### src/rtl/cfmm_pkg.sv
package cfmm_pkg;

    parameter int unsigned CF_COUNT  = 8;
    parameter int unsigned CF_W      = 4;
    localparam int unsigned CF_IDX_W = $clog2(CF_COUNT);
    localparam int unsigned BIT_SEL_W = $clog2(CF_W);
    localparam int unsigned BADDR_W  = CF_IDX_W + BIT_SEL_W;

    typedef logic [CF_W-1:0]      cfield_t;
    typedef logic [CF_IDX_W-1:0]  cidx_t;
    typedef logic [BIT_SEL_W-1:0] bsel_t;
    typedef logic [BADDR_W-1:0]   baddr_t;
    typedef logic [CF_COUNT-1:0][CF_W-1:0] cfile_t;

    typedef enum logic {
        OP_FIELD_MAP = 1'b0,
        OP_BIT_SET   = 1'b1
    } cf_op_e;

    typedef struct packed {
        logic    en;
        cidx_t   idx;
        cfield_t data;
    } cf_wr_t;

    // keep, optionally merge, then flip
    function automatic cfield_t mask_map(cfield_t src, cfield_t old, cfield_t keep,
                                         cfield_t flip, logic merge);
        cfield_t r;
        r = src & keep;
        if (merge) r = r | (old & ~keep);
        return r ^ flip;
    endfunction

    function automatic logic reduce_bit(cfield_t src, cfield_t keep, cfield_t flip);
        return |((src & keep) ^ flip);
    endfunction

    function automatic cidx_t addr_field(baddr_t a);
        return a[CF_IDX_W-1:0];
    endfunction

    // select 0 names the most significant bit (LT)
    function automatic bsel_t addr_pos(baddr_t a);
        return bsel_t'(CF_W-1) - a[BADDR_W-1:CF_IDX_W];
    endfunction

endpackage

### src/rtl/cfmm_field_file.sv
module cfmm_field_file
    import cfmm_pkg::*;
(
    input  logic   clk,
    input  logic   rst,
    input  cf_wr_t wr,
    output cfile_t fields
);

    cfile_t fields_q;

    for (genvar g = 0; g < CF_COUNT; g++) begin : g_field
        always_ff @(posedge clk) begin
            if (rst) begin
                fields_q[g] <= '0;
            end else if (wr.en && (wr.idx == cidx_t'(g))) begin
                fields_q[g] <= wr.data;
            end
        end
    end

    assign fields = fields_q;

endmodule

### src/rtl/cfmm_op_unit.sv
module cfmm_op_unit
    import cfmm_pkg::*;
(
    input  logic    valid,
    input  cf_op_e  op,
    input  cidx_t   dst_idx,
    input  cfield_t src_field,
    input  cfield_t dst_field,
    input  cfield_t tgt_field,
    input  baddr_t  bit_addr,
    input  logic    merge,
    input  cfield_t keep,
    input  cfield_t flip,
    output cf_wr_t  wr
);

    bsel_t   pos;
    cfield_t bit_field;

    assign pos = addr_pos(bit_addr);

    always_comb begin
        bit_field      = tgt_field;
        bit_field[pos] = reduce_bit(src_field, keep, flip);
    end

    always_comb begin
        wr = '0;
        if (valid) begin
            wr.en = 1'b1;
            if (op == OP_FIELD_MAP) begin
                wr.idx  = dst_idx;
                wr.data = mask_map(src_field, dst_field, keep, flip, merge);
            end else begin
                wr.idx  = addr_field(bit_addr);
                wr.data = bit_field;
            end
        end
    end

endmodule

### src/rtl/cfmm_unit.sv
module cfmm_unit
    import cfmm_pkg::*;
(
    input  logic                clk,
    input  logic                rst,
    input  logic                req_valid,
    input  logic                req_op,
    input  logic [CF_IDX_W-1:0] src_idx,
    input  logic [CF_IDX_W-1:0] dst_idx,
    input  logic                merge_en,
    input  logic [CF_W-1:0]     keep_mask,
    input  logic [CF_W-1:0]     flip_map,
    input  logic [BADDR_W-1:0]  bit_addr,
    input  logic [CF_IDX_W-1:0] rd_idx,
    output logic [CF_W-1:0]     rd_field
);

    cfile_t fields;
    cf_wr_t wr;

    cfmm_field_file u_file (
        .clk    (clk),
        .rst    (rst),
        .wr     (wr),
        .fields (fields)
    );

    cfmm_op_unit u_op (
        .valid     (req_valid),
        .op        (cf_op_e'(req_op)),
        .dst_idx   (dst_idx),
        .src_field (fields[src_idx]),
        .dst_field (fields[dst_idx]),
        .tgt_field (fields[addr_field(bit_addr)]),
        .bit_addr  (bit_addr),
        .merge     (merge_en),
        .keep      (keep_mask),
        .flip      (flip_map),
        .wr        (wr)
    );

    assign rd_field = fields[rd_idx];

endmodule

### config.mk
export PLATFORM = sky130hd
export DESIGN_NAME = cfmm_unit
export DESIGN_NICKNAME = d
export VERILOG_FILES = /design/src/rtl/cfmm_pkg.sv /design/src/rtl/cfmm_field_file.sv /design/src/rtl/cfmm_op_unit.sv /design/src/rtl/cfmm_unit.sv
export SDC_FILE = /design/constraint.sdc
export NUM_CORES = 1
export LEC_CHECK = 0
export BUFFER_PORTS_ARGS = -buffer_cell sky130_fd_sc_hd__buf_2
export CORE_ASPECT_RATIO = 1.4
export CORE_UTILIZATION = 40
export CTS_BUF_LIST = sky130_fd_sc_hd__clkbuf_4 sky130_fd_sc_hd__clkbuf_8
export DETAILED_ROUTE_END_ITERATION = 7
export GPL_TIMING_DRIVEN = 1
export PLACE_DENSITY_LB_ADDON = 0.15
export SYNTH_ARGS = -nofsm -noshare
export SYNTH_HDL_FRONTEND = slang
export SYNTH_HIERARCHICAL = 1
export SYNTH_SLANG_ARGS = --single-unit
### constraint.sdc
create_clock -name clk -period 5.8 [get_ports clk]
set_input_delay 0.58 -clock clk [delete_from_list [all_inputs] [get_ports clk]]
set_output_delay 0.58 -clock clk [all_outputs]
set_load 0.05 [all_outputs]
==> key figures <==
Outcome
  • Outcome: complete, no violations

Worst setup path
  • FF-to-FF Start: u_file/fields[6]
  • CP Capture Type: flip-flop
  • Crit path cell chain: buf_2, mux4_1, mux2_2, a21oi_1, o221ai_2, nor4_1, a211oi_1, nand2b_1, mux2i_1
  • Worst R2R Setup Slack: 3.12 ns
  • Req. time, crit path: 5.95 ns
  • Crit path from: src_idx[0]
  • Worst-path fanout max: 8
  • Crit Path Class: input port to flip-flop
  • Worst path max stage delay: 0.57 ns
  • WP data arrival: 3.08 ns
  • R2r worst-path depth: 8
  • Crit path launch type: input port
  • CP max stage cell: mux4_1
  • Reg2reg end: u_file/fields[19]

Hold path
  • Hold path startpoint: u_file/fields[16]
  • Hold path depth: 2
  • Hold Path Class: flip-flop to flip-flop
  • Endpoint, Worst Hold: u_file/fields[16]

Cells and area
  • Area Growth Syn to Fin: 8.315%
  • Most common cell after layout, fill and taps aside: nand2b_1
  • Commonest cells after routing, fill and taps aside: nand2b_1, mux2i_1, mux4_1, dfxtp_1, buf_2
  • Max reg flops: 32
  • Fin nets: 268
  • Final non-filler cell total: 334
  • Ant. Diodes: 0
  • Layout cell share with drive strength beyond 1: 23.97%

Synth
  • Compound-Gate Fraction of Synth Area: 4.338%
  • Syn Inst Count: 229
  • Yosys cell types: 33
  • Post-synth net total: 256
  • Sequential area share after synthesis: 23.14%
  • Yosys Warn Count: 6
  • #FFs+latches synth: 32
  • Mux contribution to synthesized area: 49.53%
  • Post-Synth XOR/XNOR Area: 1.265%
  • Syn avg cell area: 12.09 µm²
  • Cell Area, Synth: 2769 µm²
  • Post-synthesis adder-cell area fraction: 0%
  • Largest family of logic cells by synthesized area: multiplexers
  • Synth Area in Simple Gates: 16.31%

Routing
  • Drt pass-1 iters: 4
  • Via count: 1915
  • Routed vias/inst: 5.734
  • DRT iter0 DRCs: 62
  • Drt total wl: 6387 µm
  • Routed Antenna Nets: 0
  • Drc violations: 0
  • WL/cell: 19.12 µm

STA
  • Final Max Slew Viols: 0
  • Slew @ Worst Pin: 0.6053 ns
  • Worst clock skew: 0.007841 ns
  • Final setup vio count: 0
  • Fin crit share: 50.50%
  • F_max: 341.4 MHz
  • Crit path time final: 2.929 ns
  • RSZ-0062 raised after global routing: false
  • Setup TNS: 0 ns
  • Max-slew headroom: 59.57%
  • Final Hold Vio Count: 0

CTS
  • CTS buffer count: 5
  • Hold_buf cts: 0
  • Post_cts resized: 0
  • CTS H-Tree Depth: 2
  • Clock buffer depth: 2
  • Sink Count: 32
  • CTS tree: done
  • Worst-Skew Late Latency: 0.28 ns
  • Postcts setup bufs: 0
  • Clock Pin Slew Worst Setup and Hold Paths: 0.07 ns
  • Clock Tree Root: clkbuf_8

Global routing
  • GRT overflow: 0
  • Vias in the first global route: 1828
  • Initial antenna violation count: 0
  • All-Layer GR Usage: 18.24%
  • Largest net degree at the start of global routing: 37
  • First-pass GRT wire length: 9542 µm

Floorplan
  • Starting Density: 41.60%
  • IO Pins: 31
  • # rows: 35
  • Die width: 72.32 µm
  • Chip Height: 100.4 µm
  • Core Footprint: 6656 µm²
  • Die area: 7263 µm²

Placement
  • Port bufs: 30
  • DPL Wire Length: 4954 µm
  • RD Place Congestion: 0.7762
  • Placed Cells incl. Taps: 326

Job
  • Max-cap violations: 0

Power and ir drop
  • Lkg Pwr: 1.450 nW
  • Power Density: 173.7 nW/µm²
  • Worst vdd ir: 0.1175 mV
worst max-delay path: cells and delay by family:
family          cells  cell delay, ns
compound gates      3            0.52
buf+inv             1            0.22
mux                 3            1.00
simple gates        2            0.75
area by class of cell:
class | count | area, µm²
flip-flops and latches | 32 | 640.6
well taps | 92 | 115.1
multi-input cells | 171 | 1978
inverters | 1 | 3.754
clock inverters | 2 | 35.03
repair buffers | 30 | 150.1
fillers | 660 | 3657
clock buffers | 6 | 76.32
cells by family (layout without fill, tap and decap cells):
family / count (synthesis) / in the layout
buffers and inverters: 26 / 39
AOI/OAI and AO/OA: 17 / 17
DFF: 32 / 32
xor gates and xnor gates: 4 / 4
and+or+nand+nor: 67 / 67
muxes: 83 / 83
power by group:
part | switching [mW] | internal, mW | leakage, nW
Sequential | 0.00355 | 0.223 | 0.258
Clock | 0.0810 | 0.132 | 0.0586
Combinational | 0.0428 | 0.0389 | 1.13
how the worst max path moves through the flow:
stage | to | slack (ns)
after floorplan | u_file/fields[20] | 3.22
after global placement | u_file/fields[7] | 2.61
after detailed placement | u_file/fields[19] | 2.64
after CTS | u_file/fields[7] | 2.92
after global routing | u_file/fields[3] | 2.82
final | u_file/fields[19] | 2.87
metal layers:
metal  wire, µm  global-route usage (%)  vias to the layer above
li1           -                       -                      932
met1       2573                   19.45                      947
met2       3607                   36.09                       31
met3        129                   2.410                        5
met4         76                   5.430                        0
met5          0                       0                        -
stage by stage:
step	utilization [%]	hold WS, ns	power (mW)	setup slack (ns)	instance area [µm²]
after detailed placement	43.38	0.5129	0.3131	2.635	2888
after global placement	43.38	0.5025	0.3136	2.613	2888
after global routing	45.06	0.5482	0.5398	2.815	2999
after CTS	45.06	0.5230	0.5266	2.921	2999
after floorplan	-	0.4691	0.2927	3.216	2769
final	45.06	0.5193	0.5210	2.871	2999
cells in the mapped netlist:
library cell / instances / share of area, %
and3b_1: 3 / 0.95
buf_4: 1 / 0.27
o22ai_2: 1 / 0.45
dfxtp_1: 32 / 23
xor2_1: 3 / 0.95
a211oi_1: 4 / 1.1
or4b_4: 1 / 0.50
mux2_2: 16 / 6.5
buf_6: 6 / 2.4
mux4_1: 32 / 30
nor4_1: 1 / 0.23
xnor2_1: 1 / 0.32
nand4b_1: 3 / 0.95
o221ai_2: 1 / 0.54
a21oi_1: 7 / 1.3
nor3_1: 1 / 0.18
clkbuf_1: 15 / 2.0
nand4bb_1: 3 / 1.2
nand2_1: 4 / 0.54
inv_1: 1 / 0.14
o31ai_1: 3 / 0.81
nand3b_1: 1 / 0.27
nand4_1: 1 / 0.23
nor2_1: 1 / 0.14
and3_1: 3 / 0.68
nor2b_1: 5 / 1.1
nor3b_1: 2 / 0.54
o21ai_0: 1 / 0.18
mux2i_1: 35 / 13
and3_2: 1 / 0.27
buf_2: 3 / 0.54
nand2b_1: 36 / 8.1
and4b_1: 1 / 0.36
Note: power is estimated with default switching activity, not from simulation.
